$ cat src/rtl/i2c_addr_match_pkg.sv
package i2c_addr_match_pkg;
  localparam int ADDR_W = 7;
  localparam int BYTE_W = ADDR_W + 1;
  localparam logic [1:0] SEL_OWN    = 2'd0;
  localparam logic [1:0] SEL_MASK   = 2'd1;
  localparam logic [1:0] SEL_STATUS = 2'd2;

  typedef enum logic [1:0] {ST_IDLE, ST_ADDR, ST_ACK, ST_SKIP} ctlState_t;

  typedef struct packed {
    logic sclRise;
    logic sclFall;
    logic startSeen;
    logic stopSeen;
  } busEvt_t;

  typedef struct packed {
    logic clrShift;
    logic shiftEn;
    logic hitStrobe;
  } ctlStrobe_t;
endpackage

$ cat src/rtl/i2c_addr_match_dp.sv
module i2c_addr_match_dp
  import i2c_addr_match_pkg::*;
#(
  parameter int SYNC_STAGES = 2,
  parameter logic [BYTE_W-1:0] OWN_RESET = 8'hFE
) (
  input  logic              clk,
  input  logic              rstN,
  input  logic              sclIn,
  input  logic              sdaIn,
  input  logic [1:0]        regSel,
  input  logic              regWr,
  input  logic [BYTE_W-1:0] regWdata,
  output logic [BYTE_W-1:0] regRdata,
  input  ctlStrobe_t        strobe,
  output busEvt_t           evt,
  output logic              addrHit,
  output logic              irq,
  output logic              rwBit
);
  localparam int SYNC_TOP = SYNC_STAGES - 1;

  logic [SYNC_TOP:0] sclSync, sdaSync;
  logic sclS, sdaS, sclD, sdaD;
  logic [BYTE_W-1:0] shiftReg;
  logic [ADDR_W-1:0] ownAddr, maskBits, rxAddr;
  logic gcEnable, irqFlag, rwReg;

  generate
    if (SYNC_STAGES > 1) begin : g_chain
      always_ff @(posedge clk or negedge rstN) begin
        if (!rstN) begin
          sclSync <= '1;
          sdaSync <= '1;
        end else begin
          sclSync <= {sclSync[SYNC_TOP-1:0], sclIn};
          sdaSync <= {sdaSync[SYNC_TOP-1:0], sdaIn};
        end
      end
    end else begin : g_single
      always_ff @(posedge clk or negedge rstN) begin
        if (!rstN) begin
          sclSync <= '1;
          sdaSync <= '1;
        end else begin
          sclSync <= sclIn;
          sdaSync <= sdaIn;
        end
      end
    end
  endgenerate

  assign sclS = sclSync[SYNC_TOP];
  assign sdaS = sdaSync[SYNC_TOP];

  always_ff @(posedge clk or negedge rstN) begin
    if (!rstN) begin
      sclD <= 1'b1;
      sdaD <= 1'b1;
    end else begin
      sclD <= sclS;
      sdaD <= sdaS;
    end
  end

  always_comb begin
    evt.sclRise   = sclS & ~sclD;
    evt.sclFall   = ~sclS & sclD;
    evt.startSeen = sclS & sclD & sdaD & ~sdaS;
    evt.stopSeen  = sclS & sclD & ~sdaD & sdaS;
  end

  always_ff @(posedge clk or negedge rstN) begin
    if (!rstN) shiftReg <= '0;
    else if (strobe.clrShift) shiftReg <= '0;
    else if (strobe.shiftEn) shiftReg <= {shiftReg[BYTE_W-2:0], sdaS};
  end

  assign rxAddr  = shiftReg[BYTE_W-1:1];
  assign addrHit = (((rxAddr ^ ownAddr) & ~maskBits) == '0) ||
                   (gcEnable && (rxAddr == '0));

  always_ff @(posedge clk or negedge rstN) begin
    if (!rstN) begin
      ownAddr  <= OWN_RESET[BYTE_W-1:1];
      gcEnable <= OWN_RESET[0];
      maskBits <= '0;
    end else if (regWr) begin
      if (regSel == SEL_OWN) begin
        ownAddr  <= regWdata[BYTE_W-1:1];
        gcEnable <= regWdata[0];
      end else if (regSel == SEL_MASK) begin
        maskBits <= regWdata[BYTE_W-1:1];
      end
    end
  end

  always_ff @(posedge clk or negedge rstN) begin
    if (!rstN) begin
      irqFlag <= 1'b0;
      rwReg   <= 1'b0;
    end else if (strobe.hitStrobe) begin
      irqFlag <= 1'b1;
      rwReg   <= shiftReg[0];
    end else if (regWr && regSel == SEL_STATUS && regWdata[0]) begin
      irqFlag <= 1'b0;
    end
  end

  always_comb begin
    case (regSel)
      SEL_OWN:    regRdata = {ownAddr, gcEnable};
      SEL_MASK:   regRdata = {maskBits, 1'b0};
      SEL_STATUS: regRdata = {{(BYTE_W-2){1'b0}}, rwReg, irqFlag};
      default:    regRdata = '0;
    endcase
  end

  assign irq   = irqFlag;
  assign rwBit = rwReg;
endmodule

$ cat src/rtl/i2c_addr_match_ctl.sv
module i2c_addr_match_ctl
  import i2c_addr_match_pkg::*;
(
  input  logic       clk,
  input  logic       rstN,
  input  busEvt_t    evt,
  input  logic       addrHit,
  output ctlStrobe_t strobe,
  output logic       sdaPullLow
);
  localparam int CNT_W = $clog2(BYTE_W + 2);
  localparam logic [CNT_W-1:0] LAST_BIT = CNT_W'(BYTE_W);
  localparam logic [CNT_W-1:0] ACK_BIT  = CNT_W'(BYTE_W + 1);

  ctlState_t state, stateNext;
  logic [CNT_W-1:0] bitCnt, bitCntNext;

  always_comb begin
    strobe     = '0;
    stateNext  = state;
    bitCntNext = bitCnt;
    if (evt.startSeen) begin
      strobe.clrShift = 1'b1;
      stateNext       = ST_ADDR;
      bitCntNext      = '0;
    end else if (evt.stopSeen) begin
      stateNext = ST_IDLE;
    end else begin
      case (state)
        ST_ADDR: begin
          if (evt.sclRise && bitCnt != LAST_BIT) begin
            strobe.shiftEn = 1'b1;
            bitCntNext     = bitCnt + 1'b1;
          end else if (evt.sclFall && bitCnt == LAST_BIT) begin
            if (addrHit) begin
              strobe.hitStrobe = 1'b1;
              stateNext        = ST_ACK;
            end else begin
              stateNext = ST_SKIP;
            end
          end
        end
        ST_ACK: begin
          if (evt.sclRise) bitCntNext = ACK_BIT;
          else if (evt.sclFall && bitCnt == ACK_BIT) stateNext = ST_SKIP;
        end
        default: ;
      endcase
    end
  end

  always_ff @(posedge clk or negedge rstN) begin
    if (!rstN) begin
      state  <= ST_IDLE;
      bitCnt <= '0;
    end else begin
      state  <= stateNext;
      bitCnt <= bitCntNext;
    end
  end

  assign sdaPullLow = (state == ST_ACK);
endmodule

$ cat src/rtl/i2c_addr_match.sv
module i2c_addr_match
  import i2c_addr_match_pkg::*;
#(
  parameter int SYNC_STAGES = 2,
  parameter logic [7:0] OWN_RESET = 8'hFE
) (
  input  logic       clk,
  input  logic       rstN,
  input  logic       sclIn,
  input  logic       sdaIn,
  input  logic [1:0] regSel,
  input  logic       regWr,
  input  logic [7:0] regWdata,
  output logic [7:0] regRdata,
  output logic       sdaPullLow,
  output logic       irq,
  output logic       rwBit
);
  ctlStrobe_t strobe;
  busEvt_t    evt;
  logic       addrHit;

  i2c_addr_match_dp #(.SYNC_STAGES(SYNC_STAGES), .OWN_RESET(OWN_RESET)) u_dp (
    .clk(clk), .rstN(rstN), .sclIn(sclIn), .sdaIn(sdaIn),
    .regSel(regSel), .regWr(regWr), .regWdata(regWdata), .regRdata(regRdata),
    .strobe(strobe), .evt(evt), .addrHit(addrHit), .irq(irq), .rwBit(rwBit)
  );

  i2c_addr_match_ctl u_ctl (
    .clk(clk), .rstN(rstN), .evt(evt), .addrHit(addrHit),
    .strobe(strobe), .sdaPullLow(sdaPullLow)
  );
endmodule

$ cat config.mk
export PLATFORM = sky130hd
export DESIGN_NAME = i2c_addr_match
export DESIGN_NICKNAME = d
export VERILOG_FILES = /design/src/rtl/i2c_addr_match_pkg.sv /design/src/rtl/i2c_addr_match_dp.sv /design/src/rtl/i2c_addr_match_ctl.sv /design/src/rtl/i2c_addr_match.sv
export SDC_FILE = /design/constraint.sdc
export NUM_CORES = 1
export LEC_CHECK = 0
export ABC_AREA = 1
export BUFFER_PORTS_ARGS = -buffer_cell sky130_fd_sc_hd__buf_4
export CAP_MARGIN = 0
export CORE_MARGIN = 5
export CORE_UTILIZATION = 50
export DETAILED_ROUTE_END_ITERATION = 10
export GPL_TIMING_DRIVEN = 0
export PLACE_DENSITY = 0.76
export SLEW_MARGIN = 30
export SYNTH_ARGS = -nofsm -noshare
export SYNTH_HDL_FRONTEND = slang
export SYNTH_HIERARCHICAL = 1
export SYNTH_SLANG_ARGS = --single-unit
$ cat constraint.sdc
create_clock -name clk -period 2.6 [get_ports clk]
set_input_delay 0.39 -clock clk [delete_from_list [all_inputs] [get_ports clk]]
set_output_delay 0.39 -clock clk [all_outputs]
set_load 0.1 [all_outputs]
# == Word level (Yosys, flattened, before mapping) ==
# Cells that the tools add are included.
# W data, S select, Z words.
# word_totals
ff_bits,37
in_bits,15
out_inout_bits,11
elab_cells,86
# op_classes
addsub,1
n_eq_ne,14
n_mux,26
n_bitwise,15
reduce_logical,18
# op_table
operator,n
$pmux W8 S3,1
$mux W2,9
$mux W4,4
$mux W8,2
$logic_not A7 Y1,2
$ne A4 B4 Y1 const B,3
$eq A4 B4 Y1 const B,2
$mux W1,8
$pmux W4 S2,1
$and A1 B1 Y1,7
$and A7 B7 Y7,1
$not A7 Y7,1
$xor A7 B7 Y7,1
$logic_and A1 B1 Y1,6
$not A1 Y1,5
$reduce_and A5 Y1,1
$add A4 B1 Y4 const B,1
$eq A2 B1 Y1 const B,2
$eq A2 B2 Y1 const B,2
$ne A4 B1 Y1 const B,1
$ne A4 B3 Y1 const B,1
$pmux W2 S2,1
$reduce_and A4 Y1,1
$reduce_bool A2 Y1,2
other kinds (9),9

# == Depth between registers and ports, before layout ==
# depth
depth_word,12
mapped_depth,12
depth_no_buf,12

# == Hierarchy ==
# The synthesis kept the hierarchy.
# by_module_without_submodules
module,n_inst,cells_each,area_each_um2
i2c_addr_match_dp,1,172,1496.4
i2c_addr_match_ctl,1,67,505.5

# == Worst setup path before layout ==
# Ideal clock, no wire load.
# synth_timing
kind,input to output
from,input regSel[1]
to,output regRdata[6]
arrival_time_ns,2.668
required_time_ns,2.210
slack_ns,-0.458
cell_stages,3
n_path_buf,0
cell_sequence,inv_1 -> nand2_4 -> o21ai_0
# synth_between
elab_chain_len,2
word_cells_on_any_way,4
cone_classes,eq/ne (2); mux (1); reduce/logical (1)
# synth_lines
element,line_no,text
from (decl),i2c_addr_match.sv:11,"input logic [1:0] regSel,"
$eq A2 B2 Y1 (tied with other cells),i2c_addr_match_dp.sv:111,case (regSel)
$pmux W8 S3 (*),i2c_addr_match_dp.sv:111,
to (decl),i2c_addr_match.sv:14,"output logic [7:0] regRdata,"
# Every way passes the cells marked *; elsewhere a longest branch is shown, timed or not.

==> flow_summary.yaml <==
synth:
  ys_ff_latch: 37
  synth-simple-area-share: 0.261
  synthesis.nets: 257
  synth_top_family_by_area: "simple AND/OR/NAND/NOR gates"
  synth_compound_area_frac: 0.137
  synth_xor_area_frac: 0
  synth_fa_ha_area_frac: 0.0188
  ys.warnings.count: 6
  syn_inst: 239
  postSynthAreaPerCell_um2: 8.38
  syn_area_um2: 2000
  ys_seq_area_frac: 0.471
  synth.distinct_cells: 29
  synthMuxAreaShare: 0
detailed_routing:
  post_drt_via_cell_ratio: 5.10
  antenna_left: 0
  drt_first_iter_violations: 64
  drt_first_pass_iters: 5
  drc_errors: 0
  num_vias: 1643
  wire_per_inst_um: 12.3
  routed_wl_mm: 3.95
setup_path:
  path_class: "register to register"
  crit_required_ns: 2.81
  arrival_ns: 2.30
  start_kind: "register"
  end_kind: "register"
  path_max_fanout: 8
hold_path:
  hold_path.class: "input pin to async pin"
floorplanning:
  coreArea_um2: 3940
  ios: 26
  initial_utilization: 0.508
  rows: 23
  die_h_um: 73.3
  die_w_um: 73.3
  dieArea_um2: 5370
final_layout:
  syn_to_final_growth_pct: 19.1
  layout_commonest_cell: "nand2_1"
  drive_gt1_frac: 0.324
  layout_common_cells: "nand2_1 (56), inv_1 (45), buf_4 (26)"
  fillCellCount: 350
  final-instance-count-excl-fill: 322
  final_net_count: 289
  diodes: 0
  multiInputGateArea_um2: 847
  seqCellArea_um2: 942
clock_tree:
  cts_sinks: 37
  ctsHoldBuffers: 0
  cts_buffers: 5
  clkTransAtPathRegs_ns: 0.07
  ctsLongestPathBuffers: 2
  cts-htree-levels: 2
  post_cts_buffers: 0
  ctsResizeCount: 0
  clock_latency_ns: 0.29
  cts_root_buf: "clkbuf_8"
  cts_tree: "yes"
timing:
  max_slew_margin: 0.619
  clock_skew_ns: 0.00685
  whs_ns: 0.0465
  min_period_ns: 2.10
  fin_ws_ns: 0.504
  final.setup.tns_ns: 0
  fin_crit_sh: 0.806
  hold_viol: 0
  slew_viol_final: 0
  setup_viol: 0
  rsz0062_at_grt: "false"
  worst_pin_slew_ns: 0.567
  fmax_mhz: 477
global_route:
  grt_pass1_wl_mm: 6.66
  grt_max_degree: 38
  antenna_found_initial: 0
  grt_pass1_vias: 1536
  use_met3: 0.0369
  grt_usage: 0.162
  top_usage_layer: "met2"
  met1_usage: 0.209
  grtUsageMet2: 0.265
  grt.overflow.total: 0
run:
  cap_violations: 0
placement:
  gp_congestion: 0.838
  dp_cells: 314
  dp_hpwl_mm: 2.99
  pre_cts_slack_ns: 0.535
  port-buffer-count: 25
pwr:
  irDropWorstVdd_v: 0.000396
  switching_share: 0.380
  pwr-share-clk: 0.263
  combPwrFrac: 0.335
  intPower_uw: 1240
  power_switching_uw: 760
  p_per_area_nw_per_um2: 837
  finalPower_uw: 2000
  p_leak_uw: 0.00120
  sequentialPowerShare: 0.403
status:
  outcome: "completed"
[logic make-up after synthesis]
| logic type | Yosys count |
|---|---|
| adders and majority gates | 3 |
| and+or+nand+nor | 108 |
| DFF | 37 |
| buffers and inverters | 54 |
| AOI/OAI and AO/OA | 37 |
[sequential cells by signal (all words and copies together) (netlist names), 2 cells and up]
| register | cells |
|---|---|
| u_ctl/bitCnt | 4 |
| u_ctl/state | 2 |
| u_dp/maskBits | 7 |
| u_dp/ownAddr | 7 |
| u_dp/sclSync | 2 |
| u_dp/sdaSync | 2 |
| u_dp/shiftReg | 8 |
[cell usage after synthesis, drive strengths merged]
| library cell | instances | area share |
|---|---|---|
| dfrtp | 24 | 0.30 |
| inv | 50 | 0.095 |
| nand2 | 62 | 0.13 |
| ha | 3 | 0.019 |
| nand4 | 6 | 0.022 |
| a21oi | 2 | 0.011 |
| dfstp | 13 | 0.17 |
| nor3 | 4 | 0.010 |
| o21bai | 1 | 0.0038 |
| o22ai | 14 | 0.044 |
| o21ai | 18 | 0.071 |
| buf | 4 | 0.017 |
| nor2 | 15 | 0.039 |
| a31oi | 1 | 0.0031 |
| or2 | 2 | 0.0062 |
| o221ai | 1 | 0.0044 |
| nand3 | 19 | 0.052 |
[critical path, cell delays in order (launching register included)]
cell     delay, ns
dfstp_2       0.53
inv_1         0.06
nor3_1        0.48
nor2_1        0.19
nand2_2       0.13
nor2_2        0.06
or2_2         0.26
buf_2         0.17
o22ai_1       0.13
[final cells by class]
cell class | count | area share
Sequential cell | 37 | 0.395
Multi-Input combinational cell | 148 | 0.355
Inverter | 50 | 0.0797
Timing Repair Buffer | 25 | 0.0787
Clock buffer | 6 | 0.0346
Tap cell | 50 | 0.0262
Clock inverter | 2 | 0.0157
Buffer | 4 | 0.0147
[power groups by stage]
stage          clock [uW]  combinational, uW  sequential [uW]
6_report              524                668              804
5_1_grt               572                735              821
4_1_cts               538                669              803
3_5_place_dp            0                665              812
3_3_place_gp            0                651              807
2_1_floorplan           0                526              801
[per-stage QoR]
step,cell area [um^2],util
global placement,2260,0.574
floorplan,2010,-
finish,2380,0.605
global route,2380,0.605
detailed placement,2260,0.574
CTS,2380,0.605
[worst paths after layout]
check | to | slack [ns] | depth (start not counted) | startpoint
min in group clk | u_dp/sclSync[0] | 0.20 | 1 | sclIn
max in group asynchronous | u_dp/sclD | 2.20 | 1 | rstN
worst min-delay path | u_dp/maskBits[3] | 0.05 | 1 | rstN
worst max register to register | u_dp/shiftReg[5] | 0.50 | 8 | u_dp/sdaSync[1]
worst min register to register | u_dp/sclSync[1] | 0.36 | 0 | u_dp/sclSync[0]
worst max-delay path | u_dp/shiftReg[5] | 0.50 | 8 | u_dp/sdaSync[1]
[layer usage]
metal | wire, um | up-vias
li1 | - | 822
met3 | 200 | 6
met2 | 1850 | 31
met4 | 52 | 0
met1 | 1840 | 784
met5 | 0 | -
Note: power is estimated with default switching activity, not from simulation.
